### src/rtl/chg_pkg.sv
package chg_pkg;

  typedef enum logic [2:0] {
    ST_IDLE, ST_ABSENT, ST_DISCH, ST_PEND,
    ST_FAST, ST_TOPOFF, ST_DONE, ST_MCVW
  } chg_state_e;

  typedef enum logic [1:0] {
    PH_OFF = 2'd0, PH_FAST = 2'd1, PH_TOPOFF = 2'd2, PH_TRICKLE = 2'd3
  } chg_phase_e;

  typedef struct packed {
    logic [8:0] minutes;
    logic       topoff_en;
    logic       trickle_en;
  } chg_rate_t;

  // 0 = low, 1 = floating, 2 = high
  function automatic logic [1:0] tri_lvl(input logic [1:0] code);
    return code[1] ? 2'd2 : (code[0] ? 2'd1 : 2'd0);
  endfunction

  function automatic chg_rate_t decode_rate(input logic [1:0] ca, input logic [1:0] cb);
    chg_rate_t r;
    logic [1:0] a;
    logic [1:0] b;
    a = tri_lvl(ca);
    b = tri_lvl(cb);
    r.trickle_en = !(a == 2'd0 && b == 2'd0);
    r.topoff_en  = (b == 2'd2) || (b == 2'd1 && a == 2'd2);
    case ({b, a})
      4'h0:    r.minutes = 9'd360;
      4'h1:    r.minutes = 9'd180;
      4'h2:    r.minutes = 9'd90;
      4'h4:    r.minutes = 9'd45;
      4'h5:    r.minutes = 9'd23;
      4'h6:    r.minutes = 9'd180;
      4'h8:    r.minutes = 9'd90;
      4'h9:    r.minutes = 9'd45;
      4'hA:    r.minutes = 9'd23;
      default: r.minutes = 9'd360;
    endcase
    return r;
  endfunction

endpackage

### src/rtl/chg_span_timer.sv
module chg_span_timer #(
  parameter int unsigned PRE_CLKS = 8,
  parameter int unsigned CNT_W    = 9
) (
  input  logic             clk,
  input  logic             rst_n,
  input  logic             clr_i,
  input  logic             run_i,
  input  logic [CNT_W-1:0] limit_i,
  output logic             done_o
);
  localparam int unsigned PRE_W = (PRE_CLKS > 1) ? $clog2(PRE_CLKS) : 1;
  localparam logic [PRE_W-1:0] PRE_LAST = PRE_W'(PRE_CLKS - 1);

  logic [PRE_W-1:0] pre_q, pre_d;
  logic [CNT_W-1:0] cnt_q, cnt_d;

  assign done_o = (cnt_q >= limit_i);

  always_comb begin
    pre_d = pre_q;
    cnt_d = cnt_q;
    if (clr_i) begin
      pre_d = '0;
      cnt_d = '0;
    end else if (run_i && !done_o) begin
      if (pre_q == PRE_LAST) begin
        pre_d = '0;
        cnt_d = cnt_q + 1'b1;
      end else begin
        pre_d = pre_q + 1'b1;
      end
    end
  end

  always_ff @(posedge clk or negedge rst_n) begin
    if (!rst_n) begin
      pre_q <= '0;
      cnt_q <= '0;
    end else begin
      pre_q <= pre_d;
      cnt_q <= cnt_d;
    end
  end


  done_sticky_chk: assert property (@(posedge clk) disable iff (!rst_n)
    (done_o && !clr_i) |=> done_o);


  no_overrun_chk: assert property (@(posedge clk) disable iff (!rst_n)
    !clr_i |=> (cnt_q <= limit_i));

endmodule

### src/rtl/chg_blink_gen.sv
module chg_blink_gen #(
  parameter int unsigned DIV = 4
) (
  input  logic clk,
  input  logic rst_n,
  output logic blink_o
);
  localparam int unsigned CW = (DIV > 1) ? $clog2(DIV) : 1;
  localparam logic [CW-1:0] LAST = CW'(DIV - 1);

  logic [CW-1:0] cnt_q, cnt_d;
  logic          blink_q, blink_d;
  logic          wrap;

  assign wrap = (cnt_q == LAST);

  always_comb begin
    cnt_d   = wrap ? '0 : cnt_q + 1'b1;
    blink_d = wrap ? !blink_q : blink_q;
  end

  always_ff @(posedge clk or negedge rst_n) begin
    if (!rst_n) begin
      cnt_q   <= '0;
      blink_q <= 1'b0;
    end else begin
      cnt_q   <= cnt_d;
      blink_q <= blink_d;
    end
  end

  assign blink_o = blink_q;


  blink_period_chk: assert property (@(posedge clk) disable iff (!rst_n)
    !$stable(blink_q) |-> ($past(cnt_q) == LAST));

endmodule

### src/rtl/chg_led_enc.sv
module chg_led_enc
  import chg_pkg::*;
(
  input  chg_state_e state_i,
  input  logic [1:0] mode_i,
  input  logic       blink_i,
  output logic [1:0] led_o
);
  logic [1:0] lvl;
  assign lvl = tri_lvl(mode_i);

  always_comb begin
    led_o = 2'b00;
    case (lvl)
      2'd0: begin
        case (state_i)
          ST_PEND, ST_DISCH:  led_o = 2'b11;
          ST_FAST:            led_o = 2'b01;
          ST_TOPOFF, ST_DONE: led_o = 2'b10;
          default:            led_o = 2'b00;
        endcase
      end
      2'd1: begin
        case (state_i)
          ST_PEND:   led_o = 2'b10;
          ST_DISCH:  led_o = 2'b01;
          ST_TOPOFF: led_o = 2'b11;
          default:   led_o = 2'b00;
        endcase
      end
      default: begin
        case (state_i)
          ST_PEND, ST_DISCH:  led_o = {1'b0, blink_i};
          ST_FAST:            led_o = 2'b01;
          ST_TOPOFF, ST_DONE: led_o = 2'b10;
          default:            led_o = 2'b00;
        endcase
      end
    endcase
  end

endmodule

### src/rtl/chg_cycle_ctrl.sv
module chg_cycle_ctrl
  import chg_pkg::*;
#(
  parameter int unsigned EIGHTH_DIV  = 1000000,
  parameter int unsigned MIN_EIGHTHS = 480,
  parameter int unsigned MCV_EIGHTHS = 12
) (
  input  logic       clk,
  input  logic       rst_n,
  input  logic       supply_ok_i,
  input  logic       inhibit_n_i,
  input  logic       dis_cmd_n_i,
  input  logic       cell_over_max_i,
  input  logic       cell_under_edv_i,
  input  logic       temp_cut_i,
  input  logic       temp_cold_i,
  input  logic       temp_hot_i,
  input  logic       term_slope_i,
  input  logic [1:0] rate_a_i,
  input  logic [1:0] rate_b_i,
  input  logic [1:0] disp_mode_i,
  input  logic [1:0] vterm_mode_i,
  output logic       out_en_o,
  output logic       dis_o,
  output logic [1:0] phase_o,
  output logic       led1_o,
  output logic       led2_o
);
  localparam int unsigned MIN_CLKS = EIGHTH_DIV * MIN_EIGHTHS;
  localparam int unsigned MCV_W    = $clog2(MCV_EIGHTHS + 1);
  localparam int unsigned SAFE_W   = 9;

  chg_state_e st_q, st_d, start_st;
  logic       dcmd_q, cmax_q;
  logic       dcmd_fall, active, peak_mode, qualified, fast_term;
  logic       safe_done, safe_clr, safe_run;
  logic       mcv_done, mcv_clr, mcv_run;
  logic       blink;
  logic [1:0] led;
  chg_rate_t  rate;

  assign rate      = decode_rate(rate_a_i, rate_b_i);
  assign active    = supply_ok_i && inhibit_n_i;
  assign dcmd_fall = dcmd_q && !dis_cmd_n_i;
  assign peak_mode = (vterm_mode_i == 2'b10) || (vterm_mode_i == 2'b11);
  assign start_st  = dis_cmd_n_i ? ST_PEND : ST_DISCH;
  assign qualified = !cell_under_edv_i && !temp_hot_i && (!temp_cold_i || peak_mode);
  assign fast_term = term_slope_i || temp_cut_i || (temp_cold_i && !peak_mode) || safe_done;

  // next-state logic
  always_comb begin
    st_d = st_q;
    if (!active) begin
      st_d = ST_IDLE;
    end else if (st_q == ST_IDLE) begin
      st_d = start_st;
    end else if (dcmd_fall) begin
      st_d = ST_DISCH;
    end else begin
      case (st_q)
        ST_ABSENT: if (cmax_q && !cell_over_max_i) st_d = start_st;
        ST_DISCH:  if (cell_under_edv_i) st_d = ST_PEND;
        ST_PEND: begin
          if (cell_over_max_i)  st_d = ST_ABSENT;
          else if (qualified)   st_d = ST_FAST;
        end
        ST_FAST: begin
          if (cell_over_max_i)  st_d = ST_MCVW;
          else if (fast_term)   st_d = rate.topoff_en ? ST_TOPOFF : ST_DONE;
        end
        ST_TOPOFF: begin
          if (cell_over_max_i)               st_d = ST_MCVW;
          else if (temp_cut_i || safe_done)  st_d = ST_DONE;
        end
        ST_DONE: if (cell_over_max_i) st_d = ST_MCVW;
        ST_MCVW: begin
          if (!cell_over_max_i) st_d = ST_DONE;
          else if (mcv_done)    st_d = ST_ABSENT;
        end
        default: st_d = ST_IDLE;
      endcase
    end
  end

  // state registers
  always_ff @(posedge clk or negedge rst_n) begin
    if (!rst_n) begin
      st_q   <= ST_IDLE;
      dcmd_q <= 1'b1;
      cmax_q <= 1'b0;
    end else begin
      st_q   <= st_d;
      dcmd_q <= dis_cmd_n_i;
      cmax_q <= cell_over_max_i;
    end
  end

  // safety timer: restarted on every entry into fast charge and into top-off
  assign safe_run = (st_q == ST_FAST) || (st_q == ST_TOPOFF);
  assign safe_clr = !safe_run || (st_q == ST_FAST && st_d == ST_TOPOFF);

  chg_span_timer #(.PRE_CLKS(MIN_CLKS), .CNT_W(SAFE_W)) safe_tmr_i (
    .clk(clk), .rst_n(rst_n), .clr_i(safe_clr), .run_i(safe_run),
    .limit_i(rate.minutes), .done_o(safe_done)
  );

  // maximum-voltage window timer
  assign mcv_run = (st_q == ST_MCVW);
  assign mcv_clr = !mcv_run;

  chg_span_timer #(.PRE_CLKS(EIGHTH_DIV), .CNT_W(MCV_W)) mcv_tmr_i (
    .clk(clk), .rst_n(rst_n), .clr_i(mcv_clr), .run_i(mcv_run),
    .limit_i(MCV_W'(MCV_EIGHTHS)), .done_o(mcv_done)
  );

  chg_blink_gen #(.DIV(EIGHTH_DIV)) blink_i (
    .clk(clk), .rst_n(rst_n), .blink_o(blink)
  );

  chg_led_enc led_i (
    .state_i(st_q), .mode_i(disp_mode_i), .blink_i(blink), .led_o(led)
  );

  // output decode
  always_comb begin
    case (st_q)
      ST_FAST:          phase_o = PH_FAST;
      ST_TOPOFF:        phase_o = PH_TOPOFF;
      ST_PEND, ST_DONE: phase_o = rate.trickle_en ? PH_TRICKLE : PH_OFF;
      default:          phase_o = PH_OFF;
    endcase
  end

  assign out_en_o = (st_q != ST_IDLE);
  assign dis_o    = (st_q == ST_DISCH);
  assign led1_o   = led[1];
  assign led2_o   = led[0];


  idle_quiet_chk: assert property (@(posedge clk) disable iff (!rst_n)
    !active |=> (!out_en_o && !dis_o && phase_o == PH_OFF && !led1_o && !led2_o));


  dis_no_charge_chk: assert property (@(posedge clk) disable iff (!rst_n)
    dis_o |-> (phase_o == PH_OFF));


  dis_hold_chk: assert property (@(posedge clk) disable iff (!rst_n)
    (dis_o && active && !cell_under_edv_i) |=> dis_o);


  mcv_cut_chk: assert property (@(posedge clk) disable iff (!rst_n)
    (active && !dcmd_fall && cell_over_max_i &&
     (st_q == ST_FAST || st_q == ST_TOPOFF || st_q == ST_DONE))
    |=> (phase_o == PH_OFF && !led1_o && !led2_o));


  absent_hold_chk: assert property (@(posedge clk) disable iff (!rst_n)
    (st_q == ST_ABSENT && active && !dcmd_fall && cell_over_max_i) |=> (st_q == ST_ABSENT));


  topoff_ignore_chk: assert property (@(posedge clk) disable iff (!rst_n)
    (st_q == ST_TOPOFF && active && !dcmd_fall && !cell_over_max_i &&
     !temp_cut_i && !safe_done) |=> (st_q == ST_TOPOFF));

endmodule

### config.mk
export PLATFORM = sky130hd
export DESIGN_NAME = chg_cycle_ctrl
export DESIGN_NICKNAME = d
export VERILOG_FILES = /design/src/rtl/chg_pkg.sv /design/src/rtl/chg_span_timer.sv /design/src/rtl/chg_blink_gen.sv /design/src/rtl/chg_led_enc.sv /design/src/rtl/chg_cycle_ctrl.sv
export SDC_FILE = /design/constraint.sdc
export NUM_CORES = 1
export LEC_CHECK = 0
export ABC_AREA = 1
export CORE_MARGIN = 4
export CORE_UTILIZATION = 58
export DETAILED_ROUTE_END_ITERATION = 16
export DONT_BUFFER_PORTS = 1
export GPL_TIMING_DRIVEN = 0
export PLACE_DENSITY_LB_ADDON = 0.1
export SKIP_LAST_GASP = 1
export SYNTH_ARGS = -nofsm -noshare
export SYNTH_HDL_FRONTEND = slang
export SYNTH_SLANG_ARGS = --single-unit
### constraint.sdc
create_clock -name clk -period 2.4 [get_ports clk]
set_input_delay 0.12 -clock clk [delete_from_list [all_inputs] [get_ports clk]]
set_output_delay 0.12 -clock clk [all_outputs]
set_load 0.01 [all_outputs]
### Yosys cells after proc, flatten, opt, wreduce, memory -nomap -nowiden

Memories as Yosys holds them, arrays and structs flattened.
Cells that the tools add are included.

| word-level totals | value |
|---|---|
| word-level logic and storage cells | 120 |
| memories kept | 1 |
| RAM bits | 0 |
| bits in latches | 0 |
| input bits | 19 |
| ROM bits | 144 |
| bits in registers | 88 |

Memories:

| name | depth | bits a word | rd ports | clocked after memory_dff | wr ports | line | source |
|---|---|---|---|---|---|---|---|
| (no name shown) | 16 | 9 | 1 | 0 | 0 | chg_pkg.sv:31 | `case ({b, a})` |

| operators by class | value |
|---|---|
| magnitude comparators | 2 |
| shifts and indexed selects | 0 |
| bitwise operators | 0 |
| $add $sub $neg | 5 |
| divide/modulo/power cells | 0 |
| reductions and logical operators | 42 |
| mux-type cells | 42 |
| equality and inequality tests | 19 |
| multiply operators | 0 |

Operators by type and width:

| operator | number |
|---|---|
| 29-bit two-way mux | 3 |
| 20-bit two-way mux | 4 |
| 3-bit two-way mux | 14 |
| 20-bit by 1-bit adder with 20-bit output (second input constant) | 2 |
| 20-bit == test (second input constant) | 2 |
| 29-bit by 1-bit adder with 29-bit output (second input constant) | 1 |
| 29-bit == test (second input constant) | 1 |
| 9-bit two-way mux | 3 |
| 2-bit one-hot mux with 3 select lines | 4 |
| 3-bit one-hot mux with 7 select lines | 1 |
| 3-bit == test (second input constant) | 5 |
| 4-bit two-way mux | 3 |
| 1-bit logical AND | 11 |
| 1-bit zero test | 10 |
| 2-bit two-way mux | 5 |
| 9-bit by 1-bit adder with 9-bit output (second input constant) | 1 |
| 9-bit greater-or-equal comparator | 1 |
| 1-bit logical OR | 9 |
| 2-bit == test (second input constant) | 4 |
| 3-bit by 2-bit == test with 1-bit output (second input constant) | 2 |
| 2-bit zero test | 3 |
| 2-bit OR reduction | 3 |
| 4-bit by 1-bit adder with 4-bit output (second input constant) | 1 |
| 2-bit by 1-bit == test with 1-bit output (second input constant) | 2 |
| other kinds (9) | 15 |

### Logic depth before layout (Yosys ltp)

| depth | value |
|---|---|
| word-level depth | 17 |
| gate-level depth with buffers | 25 |
| depth with buffers taken out | 23 |

### Hierarchy

A second synthesis with hierarchy kept.

| unflattened totals | value |
|---|---|
| cell total of the unflattened synthesis | 977 |
| area, all modules | 6461.2 µm² |

Modules (own cells, without submodules):

| module | cells an instance | times used | area each (µm²) |
|---|---|---|---|
| chg_span_timer (safe_tmr_i) | 451 | 1 | 2937.8 |
| chg_span_timer (mcv_tmr_i) | 230 | 1 | 1625.3 |
| chg_blink_gen | 153 | 1 | 1169.9 |
| chg_cycle_ctrl | 116 | 1 | 614.3 |
| chg_led_enc | 27 | 1 | 113.9 |

### Worst setup path before layout

No wires, ideal clock.

| timing path | value |
|---|---|
| path kind | input to register |
| from | input port rate_b_i[1] |
| to | register safe_tmr_i.pre_q[24] |
| path buffers | 3 |
| cell stages on the path | 23 |
| setup slack | -0.073 ns |
| data required time | 2.276 ns |
| arrival | 2.350 ns |
| cell sequence | clkbuf_1 nor2_1 o21ai_0 inv_1 ha_1 nand2_1 nor2_1 nand2_1 nand3_1 nand2_2 nand2_4 inv_2 nand3_1 a21oi_2 nand2_1 nor2_1 nand2_1 nand2_1 nand2_1 buf_6 buf_6 nand3b_1 o21ai_1 |

| on the way | value |
|---|---|
| longest elaborated chain between the ends | 15 |

RTL lines:

| element | line | source |
|---|---|---|
| start, declared | chg_cycle_ctrl.sv:20 | `input logic [1:0] rate_b_i,` |
| 2-bit two-way mux * | chg_pkg.sv:20 | `return code[1] ? 2'd2 : (code[0] ? 2'd1 : 2'd0);` |
| parallel branches: the longest is 14 deep, another holds memory 16 x 9 bit | -- |  |
| end signal, assigned | chg_span_timer.sv:41 | `pre_q <= pre_d;` |
| end, declared | chg_span_timer.sv:15 | `logic [PRE_W-1:0] pre_q, pre_d;` |

Mark *: on every way between the ends.
A chain may end at the register's enable or synchronous reset.

### Final worst setup path

| timing path | value |
|---|---|
| from | register safe_tmr_i.cnt_q[4] |
| to | register safe_tmr_i.pre_q[24] |

| on the way | value |
|---|---|
| longest elaborated chain between the ends | 12 |

RTL lines:

| element | line | source |
|---|---|---|
| start, declared | chg_span_timer.sv:16 | `logic [CNT_W-1:0] cnt_q, cnt_d;` |
| start signal, assigned | chg_span_timer.sv:42 | `cnt_q <= cnt_d;` |
| 9-bit greater-or-equal comparator * | chg_span_timer.sv:18 | `assign done_o = (cnt_q >= limit_i);` |
| 1-bit logical OR (on tied branches) | chg_cycle_ctrl.sv:73, chg_cycle_ctrl.sv:48 |  |
| 3-bit two-way mux (on tied branches) | chg_cycle_ctrl.sv:73, chg_cycle_ctrl.sv:69 |  |
| 3-bit two-way mux (on tied branches) | chg_cycle_ctrl.sv:72, chg_cycle_ctrl.sv:68 |  |
| 3-bit one-hot mux with 7 select lines | chg_cycle_ctrl.sv:60 | `case (st_q)` |
| 3-bit two-way mux | chg_cycle_ctrl.sv:57 | `end else if (dcmd_fall) begin` |
| 3-bit two-way mux | chg_cycle_ctrl.sv:55 | `end else if (st_q == ST_IDLE) begin` |
| 3-bit two-way mux | chg_cycle_ctrl.sv:53 | `if (!active) begin` |
| 3-bit == test | chg_cycle_ctrl.sv:100 | `assign safe_clr = !safe_run \|\| (st_q == ST_FAST && st_d == ST_TOPOFF);` |
| 1-bit logical AND | chg_cycle_ctrl.sv:100 |  |
| 1-bit logical OR | chg_cycle_ctrl.sv:100 |  |
| 29-bit two-way mux or 2-bit nonzero test (tied branches) | -- |  |

Every way passes the cells marked *; elsewhere a longest branch is shown, timed or not.

==> flow_metrics.tcl <==
set metrics [dict create \
    fin_crit_ns 2.49 \
    ir_drop_mv 0.268 \
    min_path_type "in2reg" \
    clock_sinks 88 \
    required_ns 2.65 \
    wl_per_cell_um 15.0 \
    dieArea_um2 11400 \
    final_cell_mix "nand2_1, inv_1, dfrtp_1, nor2_1, nand3_1" \
    clk_pin_slew_ns 0.10 \
    cts_tree "yes" \
    intPower_uw 1930 \
    hold_viol 0 \
    power_leakage_uw 0.00292 \
    port_buffers 0 \
    grtUsageTotal 0.230 \
    area_growth_pct 15.9 \
    row_count 35 \
    gp_congestion 0.932 \
    synth-edff-count 0 \
    nets 822 \
    placed_area_um2 5840 \
    finish.utilization 0.701 \
    synth.top_cell.area_share 0.384 \
    die_height_um 107 \
    grt_use_met2 0.389 \
    synth_top_family_by_area "simple AND/OR/NAND/NOR gates" \
    r2r_slack_ns -0.09 \
    yosys.area.top_type "dfrtp_1" \
    final_common_cell "nand2_1" \
    startpoint_type "flip-flop" \
    grt_max_degree 89 \
    drt_iter0_drc 438 \
    critPathArrivalTime_ns 2.74 \
    status "finished with violations" \
    violations "negative setup slack" \
    wirelength_um 13800 \
    relSlewSlack 0.519 \
    r2r_end "safe_tmr_i.pre_q[24]$_DFFE_PN0P_" \
    p_clk_frac 0.374 \
    skew_ns 0.0165 \
    max_clock_freq_ghz 0.402 \
    ys_ff_latch 88 \
    switching_share 0.263 \
    use_met3 0.0446 \
    grt_busiest_layer "met2" \
    ys.flop_type "dfrtp_1" \
    holdPathStages 4 \
    routed_via_density 5.65 \
    hold_end "st_q[2]$_DFF_PN0_" \
    final_area_um2 6570 \
    start_util 0.605 \
    cts_max_level 3 \
    p_seq_frac 0.569 \
    crit_type "reg2reg" \
    p_per_area_nw_per_um2 398 \
    cts_buffers 9 \
    antenna_found_initial 0 \
    met1_usage 0.301 \
    hp-start "supply_ok_i" \
    end_kind "flip-flop" \
    cts-root-buf "clkbuf_8" \
    synth_fp_nets 786 \
    grt_pass1_wl_um 21700 \
    overflow 0 \
    synth_mux_area_frac 0 \
    num_vias 5214 \
    rsz0062_at_grt "true" \
    die_x_um 107 \
    grt_pass1_vias 4851 \
    cp_slowest_cell "dfrtp_1" \
    async_flop_share 1.00 \
    yosysUniqueCellTypes 50 \
    hpwl_um 9150 \
    switchingPower_uw 687 \
    ant_nets 0 \
    first_pass_iters 5 \
    core-area_um2 9370 \
    slew_viol_final 0 \
    synth.avg_cell_area_um2 7.53 \
    setup_ws_ns -0.0887 \
    synth-warning-count 0 \
    power.total_uw 2620 \
    synth_fa_ha_area_frac 0.0309 \
    pin_count 25 \
    worst_pin_slew_ns 0.716 \
    cts_buffer_depth 2 \
    reg2reg_from "safe_tmr_i.cnt_q[4]$_DFFE_PN0P_" \
    period_share 1.04 \
    combinationalPowerShare 0.057 \
    synth_xor_area_frac 0.0633 \
    clkLatencyLatePin_ns 0.36 \
    path_cells "ha_4, a21oi_1, nand3_2, nand2_4, nand3_4, nand2_1, nand2_1, o21ai_2, nand2_1, nor2_1, nand2_1, nand2_2, nand2_4, clkbuf_16, clkbuf_16, nand3b_1, o21ai_1" \
    crit_top_cell "nand2_1" \
    syn_inst 753 \
    synth_area_leaders "dfrtp_1, nand2_1, inv_1, xor2_1, nor2_1" \
    synthesis.area_um2 5670 \
    setup_viol 36 \
    slowest_delay_ns 0.43 \
    route.detailed.drc 0 \
    diodes 0 \
    ff2ff_path_depth 17 \
    synth_compound_area_frac 0.116 \
    synth_simple_gate_area_share 0.309 \
    seq_area_frac_synth 0.388 \
    maxCapViolCount 0 \
    final_layout_size_suffix_gt1_frac 0.144 \
    critPathMaxFanout 5 \
]
-- final cells by class --
cell class,count,area (um2)
plain buffers,21,178
multi-input cells,539,3150
well taps,129,161
inverters,105,399
clock buffers,10,128
fillers,753,2800
clock inverters,6,51.3
flip-flops and latches,88,2210
repair buffers,25,297
-- stage by stage --
stage,hold slack (ns),setup TNS [ns],setup WS (ns),std cells
after floorplan,-0.176,0,0.0115,753
after global placement,-0.173,-11.91,-0.362,882
after detailed placement,-0.172,-14.75,-0.428,882
after CTS,0.0214,0,0.00241,914
after global routing,0.0563,-7.81,-0.241,923
final,0.0491,-2.11,-0.0887,923
-- cell usage after synthesis (all sizes together) (10+ instances only) --
cell,count
nand2,133
inv,103
nand3,56
nor4,11
buf,12
nor2,89
dfrtp,87
nor3,42
nand4,31
o21ai,45
xor2,37
a21oi,30
ha,14
o211ai,10
-- critical path, delay by kind of cell (launching register included) --
family / cells / cell delay, ns
buffers and inverters: 2 / 0.32
AOI/OAI and AO/OA: 3 / 0.42
and+or+nand+nor: 11 / 0.97
DFF: 1 / 0.43
adders and majority gates: 1 / 0.26
-- state kept, by name (all words and copies together), names as in the netlist --
signal            count
mcv_tmr_i.cnt_q       4
blink_i.blink_o       1
st_q                  3
safe_tmr_i.cnt_q      9
dcmd_q                1
mcv_tmr_i.pre_q      20
safe_tmr_i.pre_q     29
cmax_q                1
blink_i.cnt_q        20
-- layer usage --
| layer | wire length [um] | vias to the layer above | share of wire |
|---|---|---|---|
| li1 | - | 2586 | - |
| met1 | 6080 | 2445 | 0.44 |
| met2 | 6890 | 154 | 0.50 |
| met3 | 605 | 29 | 0.044 |
| met4 | 243 | 0 | 0.018 |
| met5 | 0 | - | 0 |
-- worst max path at each step --
stage / from / to / slack (ns) / cells after the start
6_report: safe_tmr_i.cnt_q[4]$_DFFE_PN0P_ / safe_tmr_i.pre_q[24]$_DFFE_PN0P_ / -0.09 / 17
5_1_grt: safe_tmr_i.cnt_q[3]$_DFFE_PN0P_ / safe_tmr_i.cnt_q[4]$_DFFE_PN0P_ / -0.24 / 19
4_1_cts: safe_tmr_i.cnt_q[2]$_DFFE_PN0P_ / safe_tmr_i.cnt_q[7]$_DFFE_PN0P_ / 0.002 / 12
3_5_place_dp: rate_b_i[1] / safe_tmr_i.pre_q[25]$_DFFE_PN0P_ / -0.43 / 22
3_3_place_gp: rate_b_i[1] / safe_tmr_i.pre_q[25]$_DFFE_PN0P_ / -0.36 / 22
2_1_floorplan: rate_b_i[0] / safe_tmr_i.pre_q[24]$_DFFE_PN0P_ / 0.01 / 24
-- logic make-up (layout without fill, tap and decap cells) --
group	Yosys count	count (layout)
fa+ha+maj	14	14
flops	88	88
xor+xnor	41	41
buf+inv	126	167
simple gates	378	378
compound gates	106	106
-- power groups by stage --
stage	registers [uW]	logic, uW	clock network (uW)
2_1_floorplan	1520	73.4	0
3_3_place_gp	1520	85.9	0
3_5_place_dp	1520	88.7	0
4_1_cts	1490	135	998
5_1_grt	1490	169	1060
6_report	1490	149	978
-- timing repair --
action / in CTS / in global routing
gates cloned: 0 / 4
hold endpoints to repair: 92 / 0
pin swaps: 4 / 21
gates resized for setup: 13 / 53
setup buffers: 9 / 5
hold buffers: 7 / 0
endpoints found under the setup margin: 38 / 47
Note: power is estimated with default switching activity, not from simulation.
